<file path="src/rtl/sysctl_pkg.sv">
package sysctl_pkg;
  localparam int unsigned IO_ADDR_W = 16;
  localparam int unsigned IO_DATA_W = 8;
  localparam logic [IO_ADDR_W-1:0] CTL_PORT_ADDR = 16'h0092;
  localparam int unsigned GATE_BIT = 1;
  localparam int unsigned REQ_BIT  = 0;

  typedef struct packed {
    logic wr_hit;
    logic rd_hit;
  } port_hit_t;
endpackage

</file>
<file path="src/rtl/sysctl_decode.sv">
module sysctl_decode #(
  parameter int unsigned ADDR_W = sysctl_pkg::IO_ADDR_W,
  parameter logic [ADDR_W-1:0] BASE = sysctl_pkg::CTL_PORT_ADDR
) (
  input  logic [ADDR_W-1:0]   addr,
  input  logic                wr,
  input  logic                rd,
  output sysctl_pkg::port_hit_t hit
);
  logic match;
  // Full decode: every address bit takes part in the match.
  assign match      = (addr == BASE);
  assign hit.wr_hit = wr & match;
  assign hit.rd_hit = rd & match;
endmodule

</file>
<file path="src/rtl/sysctl_store.sv">
module sysctl_store #(
  parameter int unsigned DATA_W   = sysctl_pkg::IO_DATA_W,
  parameter int unsigned GATE_POS = sysctl_pkg::GATE_BIT,
  parameter int unsigned REQ_POS  = sysctl_pkg::REQ_BIT
) (
  input  logic              clk,
  input  logic              rst,
  input  logic              dev_rst,
  input  logic              wr_hit,
  input  logic [DATA_W-1:0] wdata,
  output logic [DATA_W-1:0] ctl_q,
  output logic              gate_q
);
  localparam logic [DATA_W-1:0] REQ_MASK  = DATA_W'(1) << REQ_POS;
  localparam logic [DATA_W-1:0] KEEP_MASK = ~REQ_MASK;

  // A write takes priority over the device reset.
  always_ff @(posedge clk) begin
    if (rst) begin
      ctl_q <= '0;
    end else if (wr_hit) begin
      ctl_q <= wdata;
    end else if (dev_rst) begin
      ctl_q <= ctl_q & KEEP_MASK;
    end
  end

  // The gate output has its own flop and is only loaded by writes.
  always_ff @(posedge clk) begin
    if (rst) begin
      gate_q <= 1'b0;
    end else if (wr_hit) begin
      gate_q <= wdata[GATE_POS];
    end
  end

  p_wr_store_r2: assert property (@(posedge clk) disable iff (rst)
    wr_hit |=> ctl_q == $past(wdata));
  p_devrst_clear_r5: assert property (@(posedge clk) disable iff (rst)
    (dev_rst && !wr_hit) |=> (ctl_q == ($past(ctl_q) & KEEP_MASK)) && $stable(gate_q));
  p_idle_hold_r1: assert property (@(posedge clk) disable iff (rst)
    (!wr_hit && !dev_rst) |=> $stable(ctl_q) && $stable(gate_q));
  p_gate_tracks_r3: assert property (@(posedge clk) disable iff (rst)
    gate_q == ctl_q[GATE_POS]);
endmodule

</file>
<file path="src/rtl/sysctl_pulse.sv">
module sysctl_pulse (
  input  logic clk,
  input  logic rst,
  input  logic wr_hit,
  input  logic req_bit,
  output logic pulse_q
);
  logic past_ok;

  always_ff @(posedge clk) begin
    if (rst) begin
      pulse_q <= 1'b0;
      past_ok <= 1'b0;
    end else begin
      // The pulse comes from the write itself, not from the stored bit.
      pulse_q <= wr_hit & req_bit;
      past_ok <= 1'b1;
    end
  end

  p_pulse_cause_r4: assert property (@(posedge clk) disable iff (rst)
    (past_ok && pulse_q) |-> $past(wr_hit && req_bit));
  p_pulse_absent_r4: assert property (@(posedge clk) disable iff (rst)
    !(wr_hit && req_bit) |=> !pulse_q);
endmodule

</file>
<file path="src/rtl/sysctl_rdport.sv">
module sysctl_rdport #(
  parameter int unsigned DATA_W = sysctl_pkg::IO_DATA_W
) (
  input  logic              clk,
  input  logic              rst,
  input  logic              rd_hit,
  input  logic [DATA_W-1:0] ctl_q,
  output logic [DATA_W-1:0] rdata_q,
  output logic              rvalid_q
);
  always_ff @(posedge clk) begin
    if (rst) begin
      rdata_q  <= '0;
      rvalid_q <= 1'b0;
    end else begin
      rvalid_q <= rd_hit;
      rdata_q  <= rd_hit ? ctl_q : '0;
    end
  end

  p_rd_miss_r1: assert property (@(posedge clk) disable iff (rst)
    !rd_hit |=> !rvalid_q && (rdata_q == '0));
  p_rd_old_r8: assert property (@(posedge clk) disable iff (rst)
    rd_hit |=> rvalid_q && (rdata_q == $past(ctl_q)));
endmodule

</file>
<file path="src/rtl/sysctl_port.sv">
module sysctl_port #(
  parameter int unsigned ADDR_W = sysctl_pkg::IO_ADDR_W,
  parameter int unsigned DATA_W = sysctl_pkg::IO_DATA_W,
  parameter logic [ADDR_W-1:0] PORT_ADDR = sysctl_pkg::CTL_PORT_ADDR,
  parameter int unsigned GATE_POS = sysctl_pkg::GATE_BIT,
  parameter int unsigned REQ_POS  = sysctl_pkg::REQ_BIT
) (
  input  logic              clk,
  input  logic              rst,
  input  logic              dev_rst,
  input  logic [ADDR_W-1:0] io_addr,
  input  logic              io_wr,
  input  logic              io_rd,
  input  logic [DATA_W-1:0] io_wdata,
  output logic [DATA_W-1:0] io_rdata,
  output logic              io_rvalid,
  output logic              a20_gate,
  output logic              rst_req
);
  sysctl_pkg::port_hit_t hit;
  logic [DATA_W-1:0]     ctl_q;

  sysctl_decode #(.ADDR_W(ADDR_W), .BASE(PORT_ADDR)) u_decode (
    .addr(io_addr), .wr(io_wr), .rd(io_rd), .hit(hit)
  );

  sysctl_store #(.DATA_W(DATA_W), .GATE_POS(GATE_POS), .REQ_POS(REQ_POS)) u_store (
    .clk(clk), .rst(rst), .dev_rst(dev_rst), .wr_hit(hit.wr_hit),
    .wdata(io_wdata), .ctl_q(ctl_q), .gate_q(a20_gate)
  );

  sysctl_pulse u_pulse (
    .clk(clk), .rst(rst), .wr_hit(hit.wr_hit),
    .req_bit(io_wdata[REQ_POS]), .pulse_q(rst_req)
  );

  sysctl_rdport #(.DATA_W(DATA_W)) u_rdport (
    .clk(clk), .rst(rst), .rd_hit(hit.rd_hit), .ctl_q(ctl_q),
    .rdata_q(io_rdata), .rvalid_q(io_rvalid)
  );

  // a write that meets a device reset still stores its bit 0 and still pulses.
  p_wr_beats_devrst_r7: assert property (@(posedge clk) disable iff (rst)
    (dev_rst && io_wr && io_addr == PORT_ADDR && io_wdata[REQ_POS])
      |=> rst_req && ctl_q[REQ_POS]);
endmodule

</file>
<file path="config.mk">
export PLATFORM = sky130hd
export DESIGN_NAME = sysctl_port
export DESIGN_NICKNAME = d
export VERILOG_FILES = /design/src/rtl/sysctl_pkg.sv /design/src/rtl/sysctl_decode.sv /design/src/rtl/sysctl_store.sv /design/src/rtl/sysctl_pulse.sv /design/src/rtl/sysctl_rdport.sv /design/src/rtl/sysctl_port.sv
export SDC_FILE = /design/constraint.sdc
export NUM_CORES = 1
export LEC_CHECK = 0
export ABC_AREA = 1
export ABC_CLOCK_PERIOD_IN_PS = 1200
export BUFFER_PORTS_ARGS = -buffer_cell sky130_fd_sc_hd__buf_4
export CORE_MARGIN = 1.5
export CORE_UTILIZATION = 45
export DETAILED_ROUTE_END_ITERATION = 10
export HOLD_SLACK_MARGIN = 0.06
export PLACE_DENSITY = 0.87
export SLEW_MARGIN = 20
export SYNTH_ARGS = -nofsm -noshare
export SYNTH_HDL_FRONTEND = slang
export SYNTH_SLANG_ARGS = --single-unit
</file>
<file path="constraint.sdc">
create_clock -name clk -period 1.2 [get_ports clk]
set_input_delay 0.06 -clock clk [delete_from_list [all_inputs] [get_ports clk]]
set_output_delay 0.06 -clock clk [all_outputs]
set_load 0.05 [all_outputs]
</file>
==> impl_metrics.yaml <==
global_route:
  grt_start_max_net_pins: 12
  globalRouteOverflowTotal: 0
  antenna_found_initial: 0
  grt_pass1_vias: 729
  grt_pass1_wl_um: 2880
  track_usage_pct: 20.3
synth:
  synth.cell_area_um2: 749
  synthesis.instances: 102
  yosysWarnings: 0
  postSynthRegisterBits: 19
  synth_nets: 131
  ys_types: 15
  synth.avg_cell_area_um2: 7.35
  synth.yosys.seq_area_share_pct: 50.8
final_layout:
  final_area_um2: 1180
  fill_count: 113
  layout-drive-gt1-share_pct: 31.2
  flow.area_growth_from_synthesis_pct: 57.4
  layout.core_utilization_pct: 77.4
  fin_cells: 170
  fin_nets: 184
  insertedDiodeCount: 0
critical_path:
  crit-reg2reg-launch: "u_store.ctl_q[0]"
  slowest_delay_ps: 520
  r2r_slack_ps: 520
  worst_r2r_endpoint: "u_store.ctl_q[0]"
  required_ps: 1380
  critical_path.startpoint_type: "input port"
  critPathTopFamily: "buffers and inverters"
  critPathArrivalTime_ps: 1260
  cp_buf_inv_count: 3
  cp_max_fo: 9
  worstSetupPathType: "input port to register"
  worst-r2r-cell-count: 4
  worstPathCellList: "dlygate4sd3_1 > buf_4 > clkinv_1 > nand4_4 > nor2_1"
  timing.critical_path.slowest_stage_cell: "sky130_fd_sc_hd__dlygate4sd3_1"
  setup.worst_path.end_class: "register"
power_and_ir_drop:
  cellLeakagePower_nw: 0.576
  finalPower_mw: 1.06
  power.ir.vdd_worst_uv: 658
  power.net_switching_mw: 0.225
  clock_power_share_pct: 28.5
  seq_power_share_pct: 59.2
  internal_power_mw: 0.839
  power.share.switching_pct: 21.1
  cellPowerDensity_nw_per_um2: 902
  power_frac_comb_pct: 12.3
route:
  post_detailed_route_wirelength_per_cell_um: 10.4
  route.final.wire_length_um: 1760
  num_vias: 774
  dr.first_iter.drc_count: 6
  drt_pass1_iterations: 4
  route.detailed.drc: 0
  vias_per_instance: 4.55
  drt.antenna.violating_nets: 0
clock_network:
  post-cts-setup-buffer-count: 0
  cts_max_path_buffers: 2
  cts_htree_levels: 1
  post_cts_resize_count: 0
  cts_tree: "built"
  clkSinkCount: 19
  tritoncts.num_buffers: 3
  clk_root_buffer_cell: "sky130_fd_sc_hd__clkbuf_4"
  clock_insertion_delay_worst_skew_ps: 290
  clk_pin_slew_ps: 100
sta:
  setup_violations: 0
  grt_setup_unrepaired: "false"
  slew-limit-headroom_pct: 81.6
  worstMarginPinSlew_ps: 275
  max_clock_freq_ghz: 0.932
  timing.final.max_slew_violations: 0
  post-route-worst-setup-slack_ps: 127
  final.setup_skew_ps: 5.91
  finalWorstPathRequiredPeriod_ps: 1070
  fin_hold_ws_ps: 92.5
  tns_setup_ps: 0
  final_period_utilization_pct: 89.4
  hold_viol: 0
placed_design:
  place_worst_setup_slack_ps: 131
  placed_area_um2: 1060
  place.detailed.instances: 157
  port_buffers: 39
  finalWeightedCongestion: 0.838
  dpl.hpwl_um: 1320
die:
  floorplan.die.height_um: 43.8
  placement_rows: 14
  die_w_um: 43.8
  floorplan.initialDensity_pct: 49.2
  die-area_um2: 1920
  floorplan.core_area_um2: 1520
  io_pins: 40
hold_path:
  worst_hold_path.num_cells: 3
  worst_hold_path.endpoint: "u_store.gate_q"
  holdCritPathClass: "input port to register"
  hp-start: "io_wdata[1]"
run_status:
  status: "finished, final reports clean"
flow_run:
  max_cap_violations: 0
-- cells by family after synthesis --
logic type / after synthesis / share of synthesized area (%)
AOI/OAI and AO/OA: 3 / 2.00
buffers and inverters: 14 / 7.01
DFF: 19 / 50.8
and+or+nand+nor: 66 / 40.2
-- what timing repair did --
item                       4_1_cts  5_1_grt
hold endpoints to repair        10        0
setup endpoints to repair        0        0
hold buffers                     9        0
-- layout by cell type, fill, tap and decap left out --
master | netlist | final
sky130_fd_sc_hd__buf_4 | 0 | 39
sky130_fd_sc_hd__clkinv_2 | 0 | 1
sky130_fd_sc_hd__clkbuf_4 | 0 | 3
sky130_fd_sc_hd__inv_1 | 13 | 13
sky130_fd_sc_hd__nor2_1 | 34 | 34
sky130_fd_sc_hd__dfxtp_1 | 19 | 19
sky130_fd_sc_hd__nand3_2 | 1 | 1
sky130_fd_sc_hd__nand3b_1 | 1 | 1
sky130_fd_sc_hd__nor2_2 | 2 | 2
sky130_fd_sc_hd__nand3_4 | 1 | 1
sky130_fd_sc_hd__nand4_1 | 2 | 2
sky130_fd_sc_hd__nand3_1 | 1 | 1
sky130_fd_sc_hd__clkinv_1 | 1 | 1
sky130_fd_sc_hd__dlygate4sd3_1 | 0 | 9
sky130_fd_sc_hd__a21oi_1 | 2 | 2
sky130_fd_sc_hd__o21ai_1 | 1 | 1
sky130_fd_sc_hd__nand4_4 | 1 | 1
sky130_fd_sc_hd__nor3_1 | 1 | 1
sky130_fd_sc_hd__nand2_1 | 22 | 22
-- power by group through the flow --
stage	Sequential [mW]	Combinational (mW)	Clock, mW
2_1_floorplan	0.645	0.0215	0
3_3_place_gp	0.645	0.103	0
3_5_place_dp	0.645	0.106	0
4_1_cts	0.630	0.130	0.313
5_1_grt	0.630	0.143	0.346
6_report	0.630	0.130	0.304
-- flip-flops by register name, indices dropped and copies added (netlist names) --
register and count:
u_pulse.pulse_q 1, u_store.ctl_q 8, u_rdport.rvalid_q 1, u_rdport.rdata_q 8
u_store.gate_q 1
-- worst register-to-register path, stage by stage, from the launching register on --
cell and delay, ps:
sky130_fd_sc_hd__dfxtp_1 320, sky130_fd_sc_hd__inv_1 40, sky130_fd_sc_hd__nor3_1 130, sky130_fd_sc_hd__nand2_1 70
sky130_fd_sc_hd__o21ai_1 60
-- cells in the mapped netlist --
cell type / instances / area share, %
sky130_fd_sc_hd__nor2_2: 2 / 1.7
sky130_fd_sc_hd__nand3_2: 1 / 1.3
sky130_fd_sc_hd__inv_1: 13 / 6.5
sky130_fd_sc_hd__clkinv_1: 1 / 0.50
sky130_fd_sc_hd__nand4_1: 2 / 1.7
sky130_fd_sc_hd__a21oi_1: 2 / 1.3
sky130_fd_sc_hd__nand3_4: 1 / 2.3
sky130_fd_sc_hd__nand3b_1: 1 / 1.0
sky130_fd_sc_hd__nor3_1: 1 / 0.67
sky130_fd_sc_hd__o21ai_1: 1 / 0.67
sky130_fd_sc_hd__nand4_4: 1 / 2.8
sky130_fd_sc_hd__nand3_1: 1 / 0.67
sky130_fd_sc_hd__nor2_1: 34 / 17
sky130_fd_sc_hd__dfxtp_1: 19 / 51
sky130_fd_sc_hd__nand2_1: 22 / 11
-- layer usage --
layer,up-vias,global-route usage (%),wire length [um]
met4,0,6.06,28
met1,334,21.1,656
li1,412,-,-
met2,24,38.5,993
met3,4,5.83,84
met5,-,0,0
-- worst max-delay path by stage --
stage                        start                   to  slack (ps)  cells after the start
floorplan           u_store.gate_q       u_store.gate_q         320                      2
global placement        io_addr[3]     u_store.ctl_q[7]         210                      7
detailed placement      io_addr[3]     u_store.ctl_q[3]         130                      7
CTS                            rst  u_rdport.rdata_q[2]         130                      5
global route                   rst  u_rdport.rdata_q[1]         100                      5
finish                         rst  u_rdport.rdata_q[7]         130                      5
-- cell type report --
class | instances | area (um^2) | area share, %
repair buffers | 48 | 383 | 32.4
clock buffers | 3 | 22.5 | 1.91
flip-flops and latches | 19 | 380 | 32.2
inverters | 14 | 52.6 | 4.45
multi-input cells | 69 | 317 | 26.8
clock inverters | 1 | 5.00 | 0.424
well taps | 16 | 20.0 | 1.70
(Power assumes the default switching activity.)
